**config.mk**
```make
export PLATFORM = sky130hd
export DESIGN_NAME = pmc_bank
export DESIGN_NICKNAME = d
export VERILOG_FILES = /design/src/rtl/pmc_pkg.sv /design/src/rtl/pmc_phys_ctr.sv /design/src/rtl/pmc_status.sv /design/src/rtl/pmc_bank.sv
export SDC_FILE = /design/constraint.sdc
export NUM_CORES = 1
export LEC_CHECK = 0
export BUFFER_PORTS_ARGS = -buffer_cell sky130_fd_sc_hd__buf_2
export CORE_MARGIN = 10
export CORE_UTILIZATION = 30
export CTS_BUF_LIST = sky130_fd_sc_hd__clkbuf_16
export DETAILED_ROUTE_END_ITERATION = 8
export GPL_TIMING_DRIVEN = 0
export PLACE_DENSITY = 0.55
export SKIP_LAST_GASP = 1
export SLEW_MARGIN = 20
export SYNTH_ARGS = -nofsm -noshare
export SYNTH_HDL_FRONTEND = slang
export SYNTH_SLANG_ARGS = --single-unit
```
**constraint.sdc**
```tcl
create_clock -name clk_i -period 5.2 [get_ports clk_i]
set_clock_uncertainty 0.2 [all_clocks]
set_input_delay 0.52 -clock clk_i [delete_from_list [all_inputs] [get_ports clk_i]]
set_output_delay 0.52 -clock clk_i [all_outputs]
set_load 0.005 [all_outputs]
```
**src/rtl/pmc_pkg.sv**
```systemverilog
package pmc_pkg;
  localparam int unsigned BUS_W      = 64;
  localparam int unsigned REG_W      = 32;
  localparam int unsigned EN_BIT     = 0;
  localparam int unsigned SPLIT_LSB  = 4;
endpackage

```
**src/rtl/pmc_phys_ctr.sv**
```systemverilog
module pmc_phys_ctr #(
  parameter int unsigned CNT_W = 32
) (
  input  logic             clk_i,
  input  logic             rst_ni,
  input  logic             en_i,
  input  logic             split_i,
  input  logic             ev_hi_i,
  input  logic             ev_lo_i,
  input  logic             wr_i,
  input  logic [CNT_W-1:0] wdata_i,
  input  logic             commit_i,
  output logic [CNT_W-1:0] value_o,
  output logic             wrap_hi_o,
  output logic             wrap_lo_o
);
  localparam int unsigned HALF_W = CNT_W / 2;

  logic [CNT_W-1:0]  cnt_q, cnt_d, latch_q;
  logic              pend_q, load;
  logic [HALF_W-1:0] hi, lo;

  assign load = commit_i & pend_q;
  assign hi   = cnt_q[CNT_W-1:HALF_W];
  assign lo   = cnt_q[HALF_W-1:0];

  always_comb begin
    cnt_d     = cnt_q;
    wrap_hi_o = 1'b0;
    wrap_lo_o = 1'b0;
    if (load) begin
      cnt_d = latch_q;
    end else if (en_i) begin
      if (split_i) begin
        if (ev_hi_i) begin
          cnt_d[CNT_W-1:HALF_W] = hi + 1'b1;
          wrap_hi_o = &hi;
        end
        if (ev_lo_i) begin
          cnt_d[HALF_W-1:0] = lo + 1'b1;
          wrap_lo_o = &lo;
        end
      end else if (ev_hi_i) begin
        cnt_d     = cnt_q + 1'b1;
        wrap_hi_o = &cnt_q;
      end
    end
  end

  always_ff @(posedge clk_i or negedge rst_ni) begin
    if (!rst_ni) begin
      cnt_q   <= '0;
      latch_q <= '0;
      pend_q  <= 1'b0;
    end else begin
      cnt_q <= cnt_d;
      if (wr_i) begin
        latch_q <= wdata_i;
        pend_q  <= 1'b1;
      end else if (load) begin
        pend_q <= 1'b0;
      end
    end
  end

  assign value_o = cnt_q;

  p_hold_disabled_r5: assert property (@(posedge clk_i) disable iff (!rst_ni)
    (!en_i && !load) |=> $stable(cnt_q));
  p_half_isolation_r7: assert property (@(posedge clk_i) disable iff (!rst_ni)
    (split_i && !ev_hi_i && !load) |=> cnt_q[CNT_W-1:HALF_W] == $past(cnt_q[CNT_W-1:HALF_W]));
  p_commit_loads_r3: assert property (@(posedge clk_i) disable iff (!rst_ni)
    load |=> cnt_q == $past(latch_q));
endmodule

```
**src/rtl/pmc_status.sv**
```systemverilog
module pmc_status #(
  parameter int unsigned NUM_LOG = 8
) (
  input  logic               clk_i,
  input  logic               rst_ni,
  input  logic [NUM_LOG-1:0] wrap_i,
  input  logic               clr_i,
  input  logic               mask_wr_i,
  input  logic [NUM_LOG-1:0] mask_i,
  output logic [NUM_LOG-1:0] status_o,
  output logic               irq_o
);
  logic [NUM_LOG-1:0] status_q, mask_q;

  always_ff @(posedge clk_i or negedge rst_ni) begin
    if (!rst_ni) begin
      status_q <= '0;
      mask_q   <= '0;
    end else begin
      status_q <= (clr_i ? '0 : status_q) | wrap_i;
      if (mask_wr_i) mask_q <= mask_i;
    end
  end

  assign status_o = status_q;
  assign irq_o    = |(status_q & mask_q);

  p_wrap_sets_r8: assert property (@(posedge clk_i) disable iff (!rst_ni)
    (wrap_i != '0) |=> ((status_o & $past(wrap_i)) == $past(wrap_i)));
  p_read_clears_r9: assert property (@(posedge clk_i) disable iff (!rst_ni)
    clr_i |=> status_o == $past(wrap_i));
  p_mask_zero_r10: assert property (@(posedge clk_i) disable iff (!rst_ni)
    (mask_wr_i && mask_i == '0) |=> !irq_o);
endmodule

```
**src/rtl/pmc_bank.sv**
```systemverilog
module pmc_bank
  import pmc_pkg::*;
#(
  parameter int unsigned NUM_PHYS = 4,
  parameter int unsigned CNT_W    = 32,
  parameter int unsigned ADDR_W   = $clog2(NUM_PHYS + 2)
) (
  input  logic                  clk_i,
  input  logic                  rst_ni,
  input  logic                  bus_en_i,
  input  logic                  bus_we_i,
  input  logic [ADDR_W-1:0]     bus_addr_i,
  input  logic [BUS_W-1:0]      bus_wdata_i,
  output logic [BUS_W-1:0]      bus_rdata_o,
  input  logic [2*NUM_PHYS-1:0] event_i,
  output logic                  irq_o
);
  localparam int unsigned NUM_LOG   = 2 * NUM_PHYS;
  localparam int unsigned CTRL_ADDR = NUM_PHYS;
  localparam int unsigned STAT_ADDR = NUM_PHYS + 1;

  logic [REG_W-1:0]   wreg, ctrl_q, rd_val;
  logic [BUS_W-1:0]   rdata_q;
  logic               wr, rd, ctrl_wr, commit, stat_rd, stat_wr;
  logic [NUM_LOG-1:0] wrap_vec, status;
  logic [CNT_W-1:0]   cnt_val [NUM_PHYS];
  logic               unused_bits;

  assign wreg    = bus_wdata_i[BUS_W-1:REG_W];
  assign wr      = bus_en_i & bus_we_i;
  assign rd      = bus_en_i & ~bus_we_i;
  assign ctrl_wr = wr & (32'(bus_addr_i) == CTRL_ADDR);
  assign commit  = ctrl_wr & wreg[EN_BIT];
  assign stat_rd = rd & (32'(bus_addr_i) == STAT_ADDR);
  assign stat_wr = wr & (32'(bus_addr_i) == STAT_ADDR);
  assign unused_bits = ^{bus_wdata_i[REG_W-1:0], wreg[REG_W-1:NUM_LOG]};

  always_ff @(posedge clk_i or negedge rst_ni) begin
    if (!rst_ni) ctrl_q <= '0;
    else if (ctrl_wr) ctrl_q <= wreg;
  end

  for (genvar n = 0; n < NUM_PHYS; n++) begin : g_ctr
    pmc_phys_ctr #(.CNT_W(CNT_W)) u_ctr (
      .clk_i     (clk_i),
      .rst_ni    (rst_ni),
      .en_i      (ctrl_q[EN_BIT]),
      .split_i   (ctrl_q[SPLIT_LSB+n]),
      .ev_hi_i   (event_i[n]),
      .ev_lo_i   (event_i[n+NUM_PHYS]),
      .wr_i      (wr & (32'(bus_addr_i) == n)),
      .wdata_i   (wreg[CNT_W-1:0]),
      .commit_i  (commit),
      .value_o   (cnt_val[n]),
      .wrap_hi_o (wrap_vec[n]),
      .wrap_lo_o (wrap_vec[n+NUM_PHYS])
    );
  end

  pmc_status #(.NUM_LOG(NUM_LOG)) u_status (
    .clk_i     (clk_i),
    .rst_ni    (rst_ni),
    .wrap_i    (wrap_vec),
    .clr_i     (stat_rd),
    .mask_wr_i (stat_wr),
    .mask_i    (wreg[NUM_LOG-1:0]),
    .status_o  (status),
    .irq_o     (irq_o)
  );

  always_comb begin
    rd_val = '0;
    if (32'(bus_addr_i) < NUM_PHYS) rd_val = REG_W'(cnt_val[bus_addr_i]);
    else if (32'(bus_addr_i) == STAT_ADDR) rd_val = REG_W'(status);
  end

  always_ff @(posedge clk_i or negedge rst_ni) begin
    if (!rst_ni) rdata_q <= '0;
    else if (rd) rdata_q <= {rd_val, {REG_W{1'b0}}};
  end

  assign bus_rdata_o = rdata_q;

  p_ctrl_write_only_r2: assert property (@(posedge clk_i) disable iff (!rst_ni)
    (rd && 32'(bus_addr_i) == CTRL_ADDR) |=> bus_rdata_o == '0);
  p_status_read_r9: assert property (@(posedge clk_i) disable iff (!rst_ni)
    stat_rd |=> bus_rdata_o[BUS_W-1:REG_W] == REG_W'($past(status)));
endmodule

```
==> impl_table.tex <==
\begin{tabular}{lr}
\hline
Metric & Value \\
\hline
\multicolumn{2}{l}{\textbf{Routing}} \\
\quad Post-detailed-route count of antenna-violating nets & 0 \\
\quad Mean routed wirelength per cell & 22.3 µm \\
\quad Via count of the routed design & 12400 \\
\quad Average vias per placed instance & 5.33 \\
\quad Total DRC errors in the routed layout & 0 \\
\quad Number of detailed-routing iterations run before antenna repair & 5 \\
\quad First DRT Iteration DRCs & 1010 \\
\quad Post-Route WL & 51700 µm \\
\multicolumn{2}{l}{\textbf{Die}} \\
\quad Number of top-level design ports & 144 \\
\quad Placement row count & 84 \\
\quad Placeable core region & 52600 µm² \\
\quad Chip Height & 250 µm \\
\quad Starting utilization of the core area & 0.303 \\
\quad Chip Width & 250 µm \\
\quad Die ar. & 62700 µm² \\
\multicolumn{2}{l}{\textbf{Yosys}} \\
\quad Leading register cell type out of synthesis & dfrtp\_1 \\
\quad Area share of the largest cell type after synthesis & 0.492 \\
\quad Most frequent cell after synthesis & dfrtp\_1 \\
\quad Number of unique standard cell types used by synthesis & 73 \\
\quad Number of instances in the synthesized netlist & 1455 \\
\quad Library cell with the largest summed area after synthesis & dfrtp\_1 \\
\quad Synth top cells by count & 313 x dfrtp\_1, 173 x nand2\_1, 140 x mux2\_2 \\
\quad Ys Warns & 0 \\
\quad Cell types occupying the most area after synthesis & dfrtp\_1 49\%, mux2\_2 9.9\%, mux4\_2 4.4\% \\
\quad Post-synthesis instance area & 15900 µm² \\
\quad Async set-reset flop share out of synthesis & 1.00 \\
\quad Sequential cell area fraction in the yosys report & 0.492 \\
\quad Synthesis-stage register bit count & 313 \\
\quad Synth Area per Inst & 11.0 µm² \\
\quad Number of enable flip-flop cells after synthesis & 0 \\
\multicolumn{2}{l}{\textbf{GRT}} \\
\quad Pin count of the biggest net entering global routing & 92 \\
\quad Overflow after GRT & 0 \\
\quad Number of antenna violations at the first check in global routing & 5 \\
\quad Global-route wire length before repair & 78400 µm \\
\quad Total routing resource utilization after global routing & 0.161 \\
\quad Via count of the first global-routing pass & 12500 \\
\multicolumn{2}{l}{\textbf{Setup path}} \\
\quad Category of the most critical setup path & flop to flop \\
\quad Data arrival at the endpoint of the critical path & 3.43 ns \\
\quad Start point of the critical path & ctrl\_q[0] \\
\quad CP Capture Point & u\_status.status\_o[1] \\
\quad R2r setup slk & 2.04 ns \\
\quad Crit end category & flop \\
\quad Cell count of the worst reg-to-reg path & 6 \\
\quad Crit-path max FO & 10 \\
\quad Launching point of the worst reg2reg path & ctrl\_q[0] \\
\quad Data required time at the worst endpoint & 5.47 ns \\
\quad CP startpoint kind & flop \\
\quad R2r endpoint & u\_status.status\_o[1] \\
\multicolumn{2}{l}{\textbf{STA}} \\
\quad Normalized max-slew margin & 0.358 \\
\quad Post-layout min period & 3.16 ns \\
\quad Number of setup violations in the final report & 0 \\
\quad Slew of the pin with the lowest slew margin & 0.963 ns \\
\quad Count of final hold-check violations & 0 \\
\quad Final sum of negative setup slack & 0 ns \\
\quad Unrepaired setup endpoints after global routing & no \\
\quad Final slew viol count & 0 \\
\quad Setup slack after layout & 2.04 ns \\
\quad Peak clock frequency supported by timing & 317 MHz \\
\quad Ratio of final minimum period to clock period & 0.607 \\
\multicolumn{2}{l}{\textbf{CTS}} \\
\quad Number of gates given a new drive strength after cts & 0 \\
\quad Maximum count of clock buffers along a single path & 3 \\
\quad H-tree depth reported by CTS & 2 \\
\quad TritonCTS clock tree & done \\
\quad Buffer type at the clock tree root & clkbuf\_16 \\
\quad Number of buffers inserted for hold repair after clock tree synthesis & 1 \\
\quad Clock slew at the register clock pins of the worst setup and hold paths & 0.06 ns \\
\quad Number of setup buffers added after CTS & 0 \\
\quad TritonCTS Sinks & 313 \\
\quad Number of buffers created by CTS & 36 \\
\quad Clk Latency, worst-skew pair & 0.53 ns \\
\multicolumn{2}{l}{\textbf{Job}} \\
\quad Max-cap viol count & 0 \\
\multicolumn{2}{l}{\textbf{Final layout}} \\
\quad Final instance count without filler cells & 2318 \\
\quad Fraction of final layout cells with drive strength greater than 1 & 0.235 \\
\quad Core Util, Final & 0.354 \\
\quad Synth-to-Final Area Change & 16.8\% \\
\quad Fillcell total & 5290 \\
\quad Summed area of non-filler cells in the final layout & 18600 µm² \\
\quad Layout net count & 1692 \\
\quad Antenna diode count & 0 \\
\multicolumn{2}{l}{\textbf{Place}} \\
\quad Post-detailed-placement half-perimeter wirelength & 39800 µm \\
\quad Instance count after placement with tap cells included & 2254 \\
\quad Post-place setup slack & 2.00 ns \\
\quad Final estimated routing congestion in global placement & 0.947 \\
\quad Number of buffers inserted by port buffering & 77 \\
\quad Post-Place Cell Area & 17400 µm² \\
\multicolumn{2}{l}{\textbf{Power}} \\
\quad Static Leak & 0.00778 µW \\
\quad IR Drop Worst-Case VDD & 0.216 mV \\
\quad Pwr Density & 412 nW/µm² \\
\multicolumn{2}{l}{\textbf{Status}} \\
\quad Run status & complete, no violations \\
\multicolumn{2}{l}{\textbf{Hold path}} \\
\quad Count of cells along the worst hold path & 2 \\
\quad Class of the tightest hold or removal check & input port to flop \\
\hline
\end{tabular}
## final cells by class
cell class | count | area, µm² | area share
Buffer | 109 | 582 | 0.0313
Clock buffer | 37 | 926 | 0.0498
Clock inverter | 26 | 273 | 0.0147
Inverter | 15 | 56.3 | 0.00303
Multi-Input combinational cell | 1049 | 7590 | 0.408
Sequential cell | 313 | 7830 | 0.421
Tap cell | 688 | 861 | 0.0463
Timing Repair Buffer | 81 | 488 | 0.0262
## state kept, by name, indices dropped and copies added, names as in the netlist
register             flops
g_ctr.u_ctr.value_o    128
u_status.status_o        8
g_ctr.u_ctr.latch_q    128
ctrl_q                   5
g_ctr.u_ctr.pend_q       4
u_status.mask_q          8
bus_rdata_o             32
## cells by family (layout without fill, tap and decap cells)
group,Yosys count,in the layout,synth area share
AO/OA/AOI/OAI,242,242,0.0958
XOR/XNOR,80,80,0.0440
adder cells (fa/ha/maj),8,8,0.00628
buffers and inverters,124,268,0.0401
flip-flops,313,313,0.492
multiplexers,195,195,0.159
other,1,32,0.000235
AND/OR/NAND/NOR,492,492,0.163
## metrics by stage
step | hold slack, ns | power [µW]
global placement | 0.250 | 4960
global route | 0.0611 | 8020
CTS | 0.0432 | 7680
floorplan | 0.0244 | 4380
detailed placement | 0.260 | 5040
finish | 0.0572 | 7660
## layer usage
| metal | GRT usage | up-vias | routed length, µm |
|---|---|---|---|
| met4 | 0.0473 | 6 | 1340 |
| met5 | 0 | - | 34 |
| met2 | 0.250 | 426 | 23200 |
| met3 | 0.0364 | 80 | 4040 |
| li1 | - | 5555 | - |
| met1 | 0.220 | 6287 | 23100 |
## cell usage in the layout, fill, tap and decap left out, types with 6 or more instances in the layout
cell	instances
dfrtp_1	313
nand2_1	173
mux2_2	140
buf_2	96
o21ai_0	94
nor2_1	60
nand3_1	57
clkbuf_1	50
xor2_1	44
clkbuf_16	37
nand4_1	36
xnor2_1	36
buf_4	32
conb_1	32
mux4_2	31
a21oi_1	30
nor3_1	27
and3_1	26
a22o_1	24
a31oi_1	23
inv_1	21
or4_1	17
mux2i_1	16
o21ai_1	14
o31ai_1	12
and2_1	11
nor4_1	10
o2111ai_1	10
or3_1	9
nor2b_1	9
and4_1	8
o211ai_1	8
ha_1	8
mux2_1	7
clkinv_1	7
and2_0	6
bufinv_16	6
## worst min path at each step
stage	startpoint	to	slack [ns]
3_5_place_dp	g_ctr[3].u_ctr.latch_q[22]	g_ctr[3].u_ctr.value_o[22]	0.26
5_1_grt	bus_wdata_i[51]	g_ctr[1].u_ctr.latch_q[19]	0.06
3_3_place_gp	g_ctr[3].u_ctr.latch_q[22]	g_ctr[3].u_ctr.value_o[22]	0.25
4_1_cts	bus_wdata_i[51]	g_ctr[1].u_ctr.latch_q[19]	0.04
2_1_floorplan	rst_ni	bus_rdata_o[32]	0.02
6_report	bus_wdata_i[51]	g_ctr[1].u_ctr.latch_q[19]	0.06
## power by group
group | internal [µW] | switching (µW) | leakage [µW]
combinational | 708 | 649 | 0.00323
clock | 1590 | 1050 | 0.000604
sequential | 2990 | 684 | 0.00394
## critical path, cell delays in order (launching register included)
cell and delay (ns):
dfrtp_1 0.48, clkbuf_1 0.54, nand4_1 0.47, nor2_1 0.46
nand2_1 0.11, nor4_1 0.69, a21o_1 0.14
Note: power is estimated with default switching activity, not from simulation.
